==> src/rtl/timer_pkg.sv <==
package timer_pkg;
  localparam int ADDR_W  = 8;
  localparam int DATA_W  = 32;
  localparam int PRESC_W = 3;

  localparam logic [ADDR_W-1:0] OFS_IEN  = 8'h00;
  localparam logic [ADDR_W-1:0] OFS_STAT = 8'h04;
  localparam logic [ADDR_W-1:0] OFS_CTRL = 8'h10;
  localparam logic [ADDR_W-1:0] OFS_IVAL = 8'h14;
  localparam logic [ADDR_W-1:0] OFS_CUR  = 8'h18;

  // strobes and settings from control to datapath
  typedef struct packed {
    logic               run;
    logic               autoReload;
    logic [PRESC_W-1:0] divSel;
    logic               prescClr;
    logic               curWr;
    logic [DATA_W-1:0]  curData;
    logic [DATA_W-1:0]  interval;
  } ctrlToDp_t;
endpackage

==> src/rtl/timer_datapath.sv <==
module timer_datapath
  import timer_pkg::*;
#(
  parameter int DW = DATA_W,
  parameter int PW = PRESC_W
) (
  input  logic          clk,
  input  logic          rstN,
  input  ctrlToDp_t     cmd,
  output logic [DW-1:0] curValue,
  output logic          expire
);
  localparam int CNT_W = (1 << PW) - 1;

  logic [CNT_W-1:0] prescCnt;
  logic [CNT_W-1:0] prescMask;
  logic             tick;

  assign prescMask = ~({CNT_W{1'b1}} << cmd.divSel);
  assign tick      = cmd.run && (prescCnt == prescMask);

  always_ff @(posedge clk) begin
    if (!rstN || cmd.prescClr || !cmd.run) prescCnt <= '0;
    else if (prescCnt == prescMask)         prescCnt <= '0;
    else                                    prescCnt <= prescCnt + 1'b1;
  end

  assign expire = tick && !cmd.curWr && (curValue == DW'(1));

  always_ff @(posedge clk) begin
    if (!rstN)             curValue <= '0;
    else if (cmd.curWr)    curValue <= cmd.curData;
    else if (tick) begin
      if (curValue != '0)      curValue <= curValue - 1'b1;
      else if (cmd.autoReload) curValue <= cmd.interval;
    end
  end

  p_hold_when_off_r5: assert property (@(posedge clk) disable iff (!rstN)
    (!cmd.run && !cmd.curWr) |=> $stable(curValue));
  p_step_down_r5: assert property (@(posedge clk) disable iff (!rstN)
    (tick && !cmd.curWr && curValue != '0) |=> (curValue == $past(curValue) - 1'b1));
  p_reload_r8: assert property (@(posedge clk) disable iff (!rstN)
    (tick && !cmd.curWr && curValue == '0 && cmd.autoReload) |=> (curValue == $past(cmd.interval)));
  p_write_wins_r9: assert property (@(posedge clk) disable iff (!rstN)
    cmd.curWr |=> (curValue == $past(cmd.curData)));
endmodule

==> src/rtl/timer_ctrl.sv <==
module timer_ctrl
  import timer_pkg::*;
#(
  parameter int AW = ADDR_W,
  parameter int DW = DATA_W,
  parameter int PW = PRESC_W
) (
  input  logic          clk,
  input  logic          rstN,
  input  logic [AW-1:0] busAddr,
  input  logic          busWe,
  input  logic [DW-1:0] busWdata,
  output logic [DW-1:0] busRdata,
  output logic          irq,
  input  logic [DW-1:0] curValue,
  input  logic          expire,
  output ctrlToDp_t     cmd
);
  logic          ienBit;
  logic          pending;
  logic          runBit;
  logic          autoBit;
  logic          srcBit;
  logic [PW-1:0] divSel;
  logic [DW-1:0] interval;

  logic wrIen, wrStat, wrCtrl, wrIval, wrCur;

  assign wrIen  = busWe && (busAddr == OFS_IEN);
  assign wrStat = busWe && (busAddr == OFS_STAT);
  assign wrCtrl = busWe && (busAddr == OFS_CTRL);
  assign wrIval = busWe && (busAddr == OFS_IVAL);
  assign wrCur  = busWe && (busAddr == OFS_CUR);

  always_ff @(posedge clk) begin
    if (!rstN) begin
      ienBit   <= 1'b0;
      autoBit  <= 1'b0;
      srcBit   <= 1'b0;
      divSel   <= '0;
      interval <= '0;
    end else begin
      if (wrIen) ienBit <= busWdata[0];
      if (wrCtrl) begin
        autoBit <= busWdata[1];
        srcBit  <= busWdata[2];
        divSel  <= busWdata[4 +: PW];
      end
      if (wrIval) interval <= busWdata;
    end
  end

  // run bit: a software write wins over the hardware stop at one-shot expiry
  always_ff @(posedge clk) begin
    if (!rstN)                    runBit <= 1'b0;
    else if (wrCtrl)              runBit <= busWdata[0];
    else if (expire && !autoBit)  runBit <= 1'b0;
  end

  // pending: setting wins over clearing
  always_ff @(posedge clk) begin
    if (!rstN)                       pending <= 1'b0;
    else if (expire)                 pending <= 1'b1;
    else if (wrStat && busWdata[0])  pending <= 1'b0;
  end

  assign irq = pending && ienBit;

  always_comb begin
    cmd.run        = runBit;
    cmd.autoReload = autoBit;
    cmd.divSel     = divSel;
    cmd.prescClr   = wrCtrl;
    cmd.curWr      = wrCur;
    cmd.curData    = busWdata;
    cmd.interval   = interval;
  end

  always_comb begin
    busRdata = '0;
    unique case (busAddr)
      OFS_IEN:  busRdata[0] = ienBit;
      OFS_STAT: busRdata[0] = pending;
      OFS_CTRL: begin
        busRdata[0]      = runBit;
        busRdata[1]      = autoBit;
        busRdata[2]      = srcBit;
        busRdata[4 +: PW] = divSel;
      end
      OFS_IVAL: busRdata = interval;
      OFS_CUR:  busRdata = curValue;
      default:  busRdata = '0;
    endcase
  end

  p_pending_set_r6: assert property (@(posedge clk) disable iff (!rstN)
    expire |=> pending);
  p_pending_sticky_r10: assert property (@(posedge clk) disable iff (!rstN)
    (pending && !(wrStat && busWdata[0])) |=> pending);
  p_oneshot_stop_r7: assert property (@(posedge clk) disable iff (!rstN)
    (expire && !autoBit && !wrCtrl) |=> !runBit);
  p_irq_needs_enable_r11: assert property (@(posedge clk) disable iff (!rstN)
    (!ienBit && !wrIen) |=> !irq);
endmodule

==> src/rtl/reload_timer.sv <==
module reload_timer
  import timer_pkg::*;
#(
  parameter int AW = ADDR_W,
  parameter int DW = DATA_W,
  parameter int PW = PRESC_W
) (
  input  logic          clk,
  input  logic          rstN,
  input  logic [AW-1:0] busAddr,
  input  logic          busWe,
  input  logic [DW-1:0] busWdata,
  output logic [DW-1:0] busRdata,
  output logic          irq
);
  ctrlToDp_t     cmd;
  logic [DW-1:0] curValue;
  logic          expire;

  timer_ctrl #(.AW(AW), .DW(DW), .PW(PW)) u_ctrl (
    .clk(clk), .rstN(rstN), .busAddr(busAddr), .busWe(busWe),
    .busWdata(busWdata), .busRdata(busRdata), .irq(irq),
    .curValue(curValue), .expire(expire), .cmd(cmd)
  );

  timer_datapath #(.DW(DW), .PW(PW)) u_dp (
    .clk(clk), .rstN(rstN), .cmd(cmd), .curValue(curValue), .expire(expire)
  );
endmodule

==> config.mk <==
export PLATFORM = sky130hd
export DESIGN_NAME = reload_timer
export DESIGN_NICKNAME = d
export VERILOG_FILES = /design/src/rtl/timer_pkg.sv /design/src/rtl/timer_datapath.sv /design/src/rtl/timer_ctrl.sv /design/src/rtl/reload_timer.sv
export SDC_FILE = /design/constraint.sdc
export NUM_CORES = 1
export LEC_CHECK = 0
export BUFFER_PORTS_ARGS = -buffer_cell sky130_fd_sc_hd__buf_2
export CAP_MARGIN = 20
export CORE_AREA = 8 8 124 126
export DETAILED_ROUTE_END_ITERATION = 8
export DIE_AREA = 0 0 132 134
export PLACE_DENSITY_LB_ADDON = 0.05
export SETUP_SLACK_MARGIN = 0.15
export SLEW_MARGIN = 10
export SYNTH_ARGS = -nofsm -noshare
export SYNTH_HDL_FRONTEND = slang
export SYNTH_SLANG_ARGS = --single-unit
==> constraint.sdc <==
create_clock -name clk -period 7.28 [get_ports clk]
set_input_delay 0.364 -clock clk [delete_from_list [all_inputs] [get_ports clk]]
set_output_delay 0.364 -clock clk [all_outputs]
set_load 0.02 [all_outputs]
==> reports/metrics.csv, run 1 <==
stage,metric,value,unit
timing,final setup fails,0,
detailed_routing,DR pass1 iterations,4,
global_route,Overflow after GRT,0,
floorplan,core area,13500,µm²
timing,crit path time final,3.01,ns
layout,Final #Nets,703,
logic_synthesis,post-synthesis cell area,4590,µm²
logic_synthesis,Compound-Gate Fraction of Synth Area,25.4,%
min_path,Worst Hold Class,input pin to register,
logic_synthesis,yosys warns,0,
setup_path,cell family with most CP delay,simple AND/OR/NAND/NOR gates,
logic_synthesis,cell with the most instances after synthesis,nand2_1,
placed_design,number of cells after detailed placement,826,
timing,Tcrit/Tclk final,41.4,%
setup_path,critical path arrival,3.21,ns
logic_synthesis,Synth area leader,dfxtp_1,
detailed_routing,Total Wirelength,16000,µm
detailed_routing,vias per std cell,5.63,
detailed_routing,DRT iter0 DRCs,287,
logic_synthesis,Commonest cells post-synth,"nand2_1 (102), dfxtp_1 (79), nor2_1 (58)",
clock_network,clk sinks,79,
power_and_ir_drop,leakage power,2.00,nW
clock_network,CTS Root Cell,clkbuf_16,
timing,Clock Skews,0.00720,ns
setup_path,Crit-path slowest cell,and3_1,
logic_synthesis,Adder-Cell Fraction of Synth Area,0.817,%
min_path,hold_sp,busWdata[20],
logic_synthesis,"flops & latches, synth",79,
floorplan,Initial Utilization,34.0,%
layout,multi-input logic area,2780,µm²
setup_path,Worst setup EP type,register,
placed_design,number of port buffers,75,
layout,synth-to-layout area growth,15.7,%
logic_synthesis,simple-gate share of the synthesized area,28.2,%
min_path,hold path depth,3,
setup_path,R2R cell count,7,
clock_network,"Hold-fix buffers, CTS",0,
clock_network,"Reg clk slew, reported paths",0.06,ns
detailed_routing,Vias,4739,
timing,Hold Fails Final Rpt,0,
placed_design,Routability Congestion,0.788,
setup_path,max incr delay on CP,0.55,ns
setup_path,Crit Reg-Reg Endpoint,u_dp.curValue[28]$_SDFFE_PN0P_,
clock_network,CTS tree,built,
logic_synthesis,asr flop ratio synth,0,%
setup_path,Setup CP Type,register to register,
clock_network,Worst-Skew Late Latency,0.34,ns
detailed_routing,detailed-route wire length per cell,19.0,µm
clock_network,Post-CTS Resized,0,
run_status,status,finished clean,
clock_network,Post-CTS Setup Inserts,0,
power_and_ir_drop,Int Power,684,µW
power_and_ir_drop,Worst IR Drop VDD,0.0869,mV
logic_synthesis,Synth Area in XOR/XNOR,2.48,%
power_and_ir_drop,switching share of power,24.4,%
logic_synthesis,Cell variety after synth,61,
setup_path,r2r setup slk,4.27,ns
clock_network,number of buffers created by CTS,9,
logic_synthesis,Synth area leaders,"dfxtp_1 (34%), nand2_1 (8.3%), a21oi_1 (6.1%)",
layout,diodes inserted,0,
global_route,first-pass GRT wire length,26000,µm
setup_path,Crit path required time,7.48,ns
power_and_ir_drop,Clk network pwr share,45.7,%
floorplan,Die Ht,134,µm
setup_path,Critical Path Fanout Max,20,
layout,register area,1580,µm²
timing,actual slew at the worst max-slew pin,1.05,ns
power_and_ir_drop,power share of the sequential group,48.0,%
logic_synthesis,Post-synth EDFFs,0,
setup_path,Startpoint Class,register,
power_and_ir_drop,pwr/cell area,170,nW/µm²
floorplan,Cell Rows,43,
floorplan,# IOs,76,
power_and_ir_drop,sw power,220,µW
clock_network,CTS Buffer Depth,2,
floorplan,Chip Width,132,µm
run,Max-cap violations,0,
logic_synthesis,largest family of logic cells by synthesized area,simple AND/OR/NAND/NOR gates,
timing,Max transition margin,29.8,%
setup_path,CP Buf/Inv Count,0,
logic_synthesis,Cells after Synth,604,
timing,Max Slew Vio Count,0,
detailed_routing,Post-DRT Antenna Nets,0,
logic_synthesis,"Net Count, Synth",650,
layout,share of the core filled with cells,39.4,%
logic_synthesis,share of the synthesized area in the top cell type,34.4,%
detailed_routing,drt drc,0,
power_and_ir_drop,Comb power frac,6.3,%
setup_path,CP cell instances,nor3_1 -> nand2_1 -> o41a_1 -> and3_1 -> nand4_1 -> mux2i_1 -> a21oi_1,
global_route,initial antenna violation count,0,
clock_network,Max H-tree Level,3,
placed_design,detailed placer's ending HPWL,10500,µm
floorplan,Die ar.,17700,µm²
global_route,gr usage total,18.1,%
logic_synthesis,sequential share of the synthesized area,34.4,%
min_path,hold path endpoint,u_dp.curValue[20]$_SDFFE_PN0P_,
logic_synthesis,Synth Flop Type,dfxtp_1,
global_route,largest net degree at the start of global routing,47,
timing,maximum clock rate,0.332,GHz
logic_synthesis,post-synthesis mux area share,3.76,%
timing,setup TNS,0,ns
layout,fillers,1450,
setup_path,RR Startpoint,u_dp.curValue[16]$_SDFFE_PN0P_,
logic_synthesis,syn_area_per_cell,7.61,µm²
global_route,vias in the first global route,4777,
layout,"non-filler cells, final",842,
timing,RSZ-0062 raised after global routing,false,
layout,fraction of layout cells with a size suffix above 1,16.8,%
[layout make-up]
| class | count | share of cell area, % |
|---|---|---|
| repair buffers | 85 | 8.47 |
| well taps | 180 | 4.24 |
| multi-input cells | 476 | 52.4 |
| clock inverters | 1 | 0.0941 |
| flip-flops and latches | 79 | 29.7 |
| inverters | 6 | 0.424 |
| clock buffers | 15 | 4.66 |
[kinds of logic after synthesis]
kind of cell	after synthesis
AOI/OAI and AO/OA	181
DFF	79
buffers and inverters	49
adders and majority gates	3
xor gates and xnor gates	13
and+or+nand+nor	263
muxes	16
[sequential cells by signal, indices dropped and copies added (netlist names)]
| signal | cells |
|---|---|
| u_ctrl.autoBit | 1 |
| u_ctrl.runBit | 1 |
| u_ctrl.interval | 32 |
| u_ctrl.divSel | 3 |
| u_dp.curValue | 32 |
| u_ctrl.pending | 1 |
| u_ctrl.srcBit | 1 |
| u_ctrl.ienBit | 1 |
| u_dp.prescCnt | 7 |
[per-stage QoR]
step	hold WS (ns)	setup WS [ns]	power [mW]	area, µm²
after CTS	0.254	4.28	0.912	5320
after global placement	0.459	4.24	0.500	5060
after floorplan	0.447	4.83	0.474	4590
after detailed placement	0.465	4.21	0.500	5060
final	0.261	4.27	0.905	5320
after global routing	0.279	3.97	0.934	5320
[power by group through the flow]
stage	Clock, mW	Sequential, mW	Combinational, mW
finish	0.414	0.434	0.0571
global route	0.437	0.434	0.0635
CTS	0.421	0.434	0.0572
detailed placement	0	0.443	0.0569
global placement	0	0.443	0.0561
floorplan	0	0.443	0.0308
[placed cells by master, fill, tap and decap left out, types with 4 or more instances in the layout]
cell type and count:
nand2_1 102, dfxtp_1 79, buf_2 75, nor2_1 58, a21oi_1 56, o21ai_0 44, a22o_1 27, nand3_1 22
nor3_1 22, mux2i_1 15, a31oi_1 13, buf_4 10, xor2_1 9, clkbuf_16 9, or3_1 8, nand4_1 8
and3_1 7, nand4b_1 7, o211ai_1 6, clkbuf_1 6, inv_1 5, o22ai_1 5, nor4_1 5, xnor2_1 4
a211oi_1 4
[metal layers]
| layer | GRT usage [%] | vias to the layer above | routed length, µm |
|---|---|---|---|
| met2 | 30.3 | 111 | 7580 |
| met3 | 2.92 | 18 | 574 |
| met1 | 23.3 | 2300 | 7590 |
| li1 | - | 2310 | - |
| met5 | 0 | - | 0 |
| met4 | 6.00 | 0 | 237 |
[how the worst max path moves through the flow]
stage | slack (ns) | endpoint | cells after the start | startpoint
detailed placement | 4.21 | u_dp.curValue[25]$_SDFFE_PN0P_ | 9 | busAddr[0]
global route | 3.97 | u_dp.curValue[14]$_SDFFE_PN0P_ | 10 | u_dp.curValue[0]$_SDFFE_PN0P_
finish | 4.27 | u_dp.curValue[28]$_SDFFE_PN0P_ | 7 | u_dp.curValue[16]$_SDFFE_PN0P_
floorplan | 4.83 | busRdata[11] | 6 | busAddr[0]
global placement | 4.24 | u_dp.curValue[25]$_SDFFE_PN0P_ | 9 | busAddr[0]
CTS | 4.28 | u_dp.curValue[28]$_SDFFE_PN0P_ | 7 | u_dp.curValue[16]$_SDFFE_PN0P_
[tightest hold or removal path: cells and delay by family]
kind / cells / cell delay, ns
buffers and inverters: 1 / 0.09
AOI/OAI and AO/OA: 1 / 0.06
and+or+nand+nor: 1 / 0.06
Power figures use the tool's default switching activity.
==> run 2: changes to the inputs <==
==> constraint.sdc (replaced) <==
create_clock -name clk -period 2.56 [get_ports clk]
set_input_delay 0.128 -clock clk [delete_from_list [all_inputs] [get_ports clk]]
set_output_delay 0.128 -clock clk [all_outputs]
set_load 0.02 [all_outputs]
==> reports/metrics.csv, run 2 (synthesis gave the netlist of run 1 again) <==
stage,metric,value,unit,change
setup_path,Crit path required time,2.79,ns,was 7.48 ns
setup_path,critical path arrival,2.49,ns,was 3.21 ns
power_and_ir_drop,Int Power,2.21,mW,was 684 µW
timing,Hold Fails Final Rpt,0,,unchanged
timing,actual slew at the worst max-slew pin,0.516,ns,was 1.05 ns
power_and_ir_drop,pwr/cell area,495,nW/µm²,was 170 nW/µm²
power_and_ir_drop,sw power,638,µW,was 220 µW
timing,Tcrit/Tclk final,88.5,%,was 41.4%
timing,Max Slew Vio Count,0,,unchanged
timing,Max transition margin,65.6,%,was 29.8%
setup_path,max incr delay on CP,0.42,ns,was 0.55 ns
layout,fillers,1440,,was 1450
power_and_ir_drop,Comb power frac,6.3,%,about the same
power_and_ir_drop,leakage power,2.25,nW,was 2.00 nW
timing,crit path time final,2.27,ns,was 3.01 ns
setup_path,CP Depth,8,,was 7
clock_network,Max H-tree Level,3,,unchanged
power_and_ir_drop,switching share of power,22.4,%,was 24.4%
global_route,met3 usage,3.66,%,was 2.92%
run_status,status,finished clean,,unchanged
min_path,hold path depth,3,,unchanged
global_route,first-pass GRT wire length,26600,µm,was 26000 µm
setup_path,Setup CP Type,register to register,,unchanged
clock_network,CTS Buffer Depth,2,,unchanged
layout,design area,5750,µm²,was 5320 µm²
setup_path,cell family with most CP delay,simple AND/OR/NAND/NOR gates,,unchanged
timing,final setup fails,0,,unchanged
setup_path,Critical Path Fanout Max,5,,was 20
setup_path,r2r setup slk,0.29,ns,was 4.27 ns
setup_path,CP Buf/Inv Count,2,,was 0
layout,Final #Nets,744,,was 703
detailed_routing,drt drc,0,,unchanged
global_route,initial antenna violation count,0,,unchanged
floorplan,core area,13500,µm²,unchanged
floorplan,Initial Utilization,34.0,%,unchanged
setup_path,CP cell instances,nor3_1 -> nand4b_1 -> buf_4 -> o41a_1 -> and3_1 -> buf_4 -> a211oi_1 -> nor3_1,,was nor3_1 -> nand2_1 -> o41a_1 -> and3_1 -> nand4_1 -> mux2i_1 -> a21oi_1
global_route,Global Route met1 Usage,22.3,%,was 23.3%
placed_design,pre-CTS WS,0.0895,ns,was 4.21 ns
floorplan,Chip Width,132,µm,unchanged
detailed_routing,vias per std cell,5.52,,was 5.63
floorplan,Die Ht,134,µm,unchanged
detailed_routing,detailed-route wire length per cell,18.5,µm,was 19.0 µm
clock_network,CTS Root Cell,clkbuf_16,,unchanged
detailed_routing,Vias,4873,,was 4739
setup_path,Worst setup EP type,register,,unchanged
floorplan,# IOs,76,,unchanged
floorplan,Die ar.,17700,µm²,unchanged
placed_design,detailed placer's ending HPWL,11800,µm,was 10500 µm
min_path,Worst Hold Class,input pin to register,,unchanged
power_and_ir_drop,Worst IR Drop VDD,0.261,mV,was 0.0869 mV
global_route,Overflow after GRT,0,,unchanged
clock_network,Worst-Skew Late Latency,0.35,ns,was 0.34 ns
global_route,vias in the first global route,4937,,was 4777
setup_path,Startpoint Class,register,,unchanged
setup_path,Crit-path slowest cell,o41a_1,,was and3_1
detailed_routing,Total Wirelength,16300,µm,was 16000 µm
global_route,routing usage on met2,32.7,%,was 30.3%
placed_design,number of port buffers,75,,unchanged
clock_network,"Reg clk slew, reported paths",0.06,ns,about the same
layout,"commonest cells after routing, fill and taps aside","nand2_1 (100), dfxtp_1 (77), buf_2 (75)",,"was nand2_1 (102), dfxtp_1 (79), buf_2 (75)"
layout,Top Registers,"u_ctrl.interval x32, u_dp.curValue x32, u_dp.prescCnt x7",,unchanged
timing,Clock Skews,0.00687,ns,was 0.00720 ns
layout,synth-to-layout area growth,25.2,%,was 15.7%
global_route,largest net degree at the start of global routing,45,,was 47
timing,setup TNS,0,ns,unchanged
placed_design,Routability Congestion,0.865,,was 0.788
global_route,GRT busiest layer,met2,,unchanged
global_route,gr usage total,18.6,%,was 18.1%
clock_network,CTS tree,built,,unchanged
clock_network,"Hold-fix buffers, CTS",0,,unchanged
power_and_ir_drop,Clk network pwr share,50.4,%,was 45.7%
layout,diodes inserted,0,,unchanged
detailed_routing,DRT iter0 DRCs,227,,was 287
clock_network,clk sinks,79,,unchanged
run,Max-cap violations,0,,unchanged
timing,RSZ-0062 raised after global routing,false,,unchanged
detailed_routing,Post-DRT Antenna Nets,0,,unchanged
placed_design,"Cell Area, Placed",5370,µm²,was 5060 µm²
floorplan,Cell Rows,43,,unchanged
clock_network,number of buffers created by CTS,9,,unchanged
detailed_routing,DR pass1 iterations,5,,was 4
layout,"commonest non-fill, non-tap cell in the layout",nand2_1,,unchanged
power_and_ir_drop,power share of the sequential group,43.3,%,was 48.0%
setup_path,R2R cell count,8,,was 7
timing,maximum clock rate,0.441,GHz,was 0.332 GHz
timing,Final WS setup,0.293,ns,was 4.27 ns
layout,fraction of layout cells with a size suffix above 1,23.2,%,was 16.8%
## run 2: cell count changes in the layout (fill, tap and decap cells not counted), sizes merged
| cell | previous run | this run |
|---|---|---|
| bufinv | 0 | 2 |
| buf | 85 | 126 |
| clkbuf | 15 | 13 |
## run 2: layer usage
layer	up-vias	share of wire, %	routed length (µm)
met5	-	0	0
met2	134	49	7910
li1	2389	-	-
met1	2331	45	7350
met3	19	5.0	817
met4	0	1.4	222
## run 2: worst paths after layout
kind | end | from
setup reg to reg | u_dp.curValue[13]$_SDFFE_PN0P_ | u_dp.curValue[26]$_SDFFE_PN0P_
hold / removal | u_ctrl.interval[14]$_SDFFE_PN0P_ | busWdata[14]
setup / recovery | u_dp.curValue[13]$_SDFFE_PN0P_ | u_dp.curValue[26]$_SDFFE_PN0P_
hold reg to reg | u_ctrl.interval[3]$_SDFFE_PN0P_ | u_ctrl.interval[3]$_SDFFE_PN0P_
## run 2: through the flow
step	std cells	util, %	total power, mW	hold WS, ns
2_1_floorplan	604	-	1.35	0.258
3_3_place_gp	865	39.8	1.44	0.379
3_5_place_dp	865	39.8	1.44	0.379
4_1_cts	881	42.2	2.88	0.0147
5_1_grt	883	42.6	2.95	0.0262
6_report	883	42.6	2.85	0.0306
## run 2: worst register-to-register path, delay by kind of cell (launching register included)
| family | cells | cell delay (ns) |
|---|---|---|
| simple gates | 4 | 0.79 |
| compound gates | 2 | 0.65 |
| buf+inv | 2 | 0.37 |
| flops | 1 | 0.34 |
## run 2: timing repair
item                       CTS  global route
buffers inserted             0             2
setup endpoints to repair    6            26
gates cloned                 0             0
pin swaps                    0             4
gates resized for setup      1             9
## run 2: layout make-up
class / count / area [µm²] / share of cell area (%)
sequential: 79 / 1590 / 27.6
inverter: 6 / 22.5 / 0.391
clock buffer: 13 / 260 / 4.52
clock inverter: 3 / 65.1 / 1.13
tap: 180 / 225 / 3.91
timing repair buffer: 126 / 771 / 13.4
multi-input combinational: 476 / 2820 / 49.1
## run 2: power by group through the flow
| stage | Combinational [mW] | Clock [mW] | Sequential [mW] |
|---|---|---|---|
| 2_1_floorplan | 0.0876 | 0 | 1.26 |
| 3_3_place_gp | 0.177 | 0 | 1.26 |
| 3_5_place_dp | 0.178 | 0 | 1.26 |
| 4_1_cts | 0.178 | 1.47 | 1.23 |
| 5_1_grt | 0.198 | 1.52 | 1.23 |
| 6_report | 0.181 | 1.43 | 1.23 |
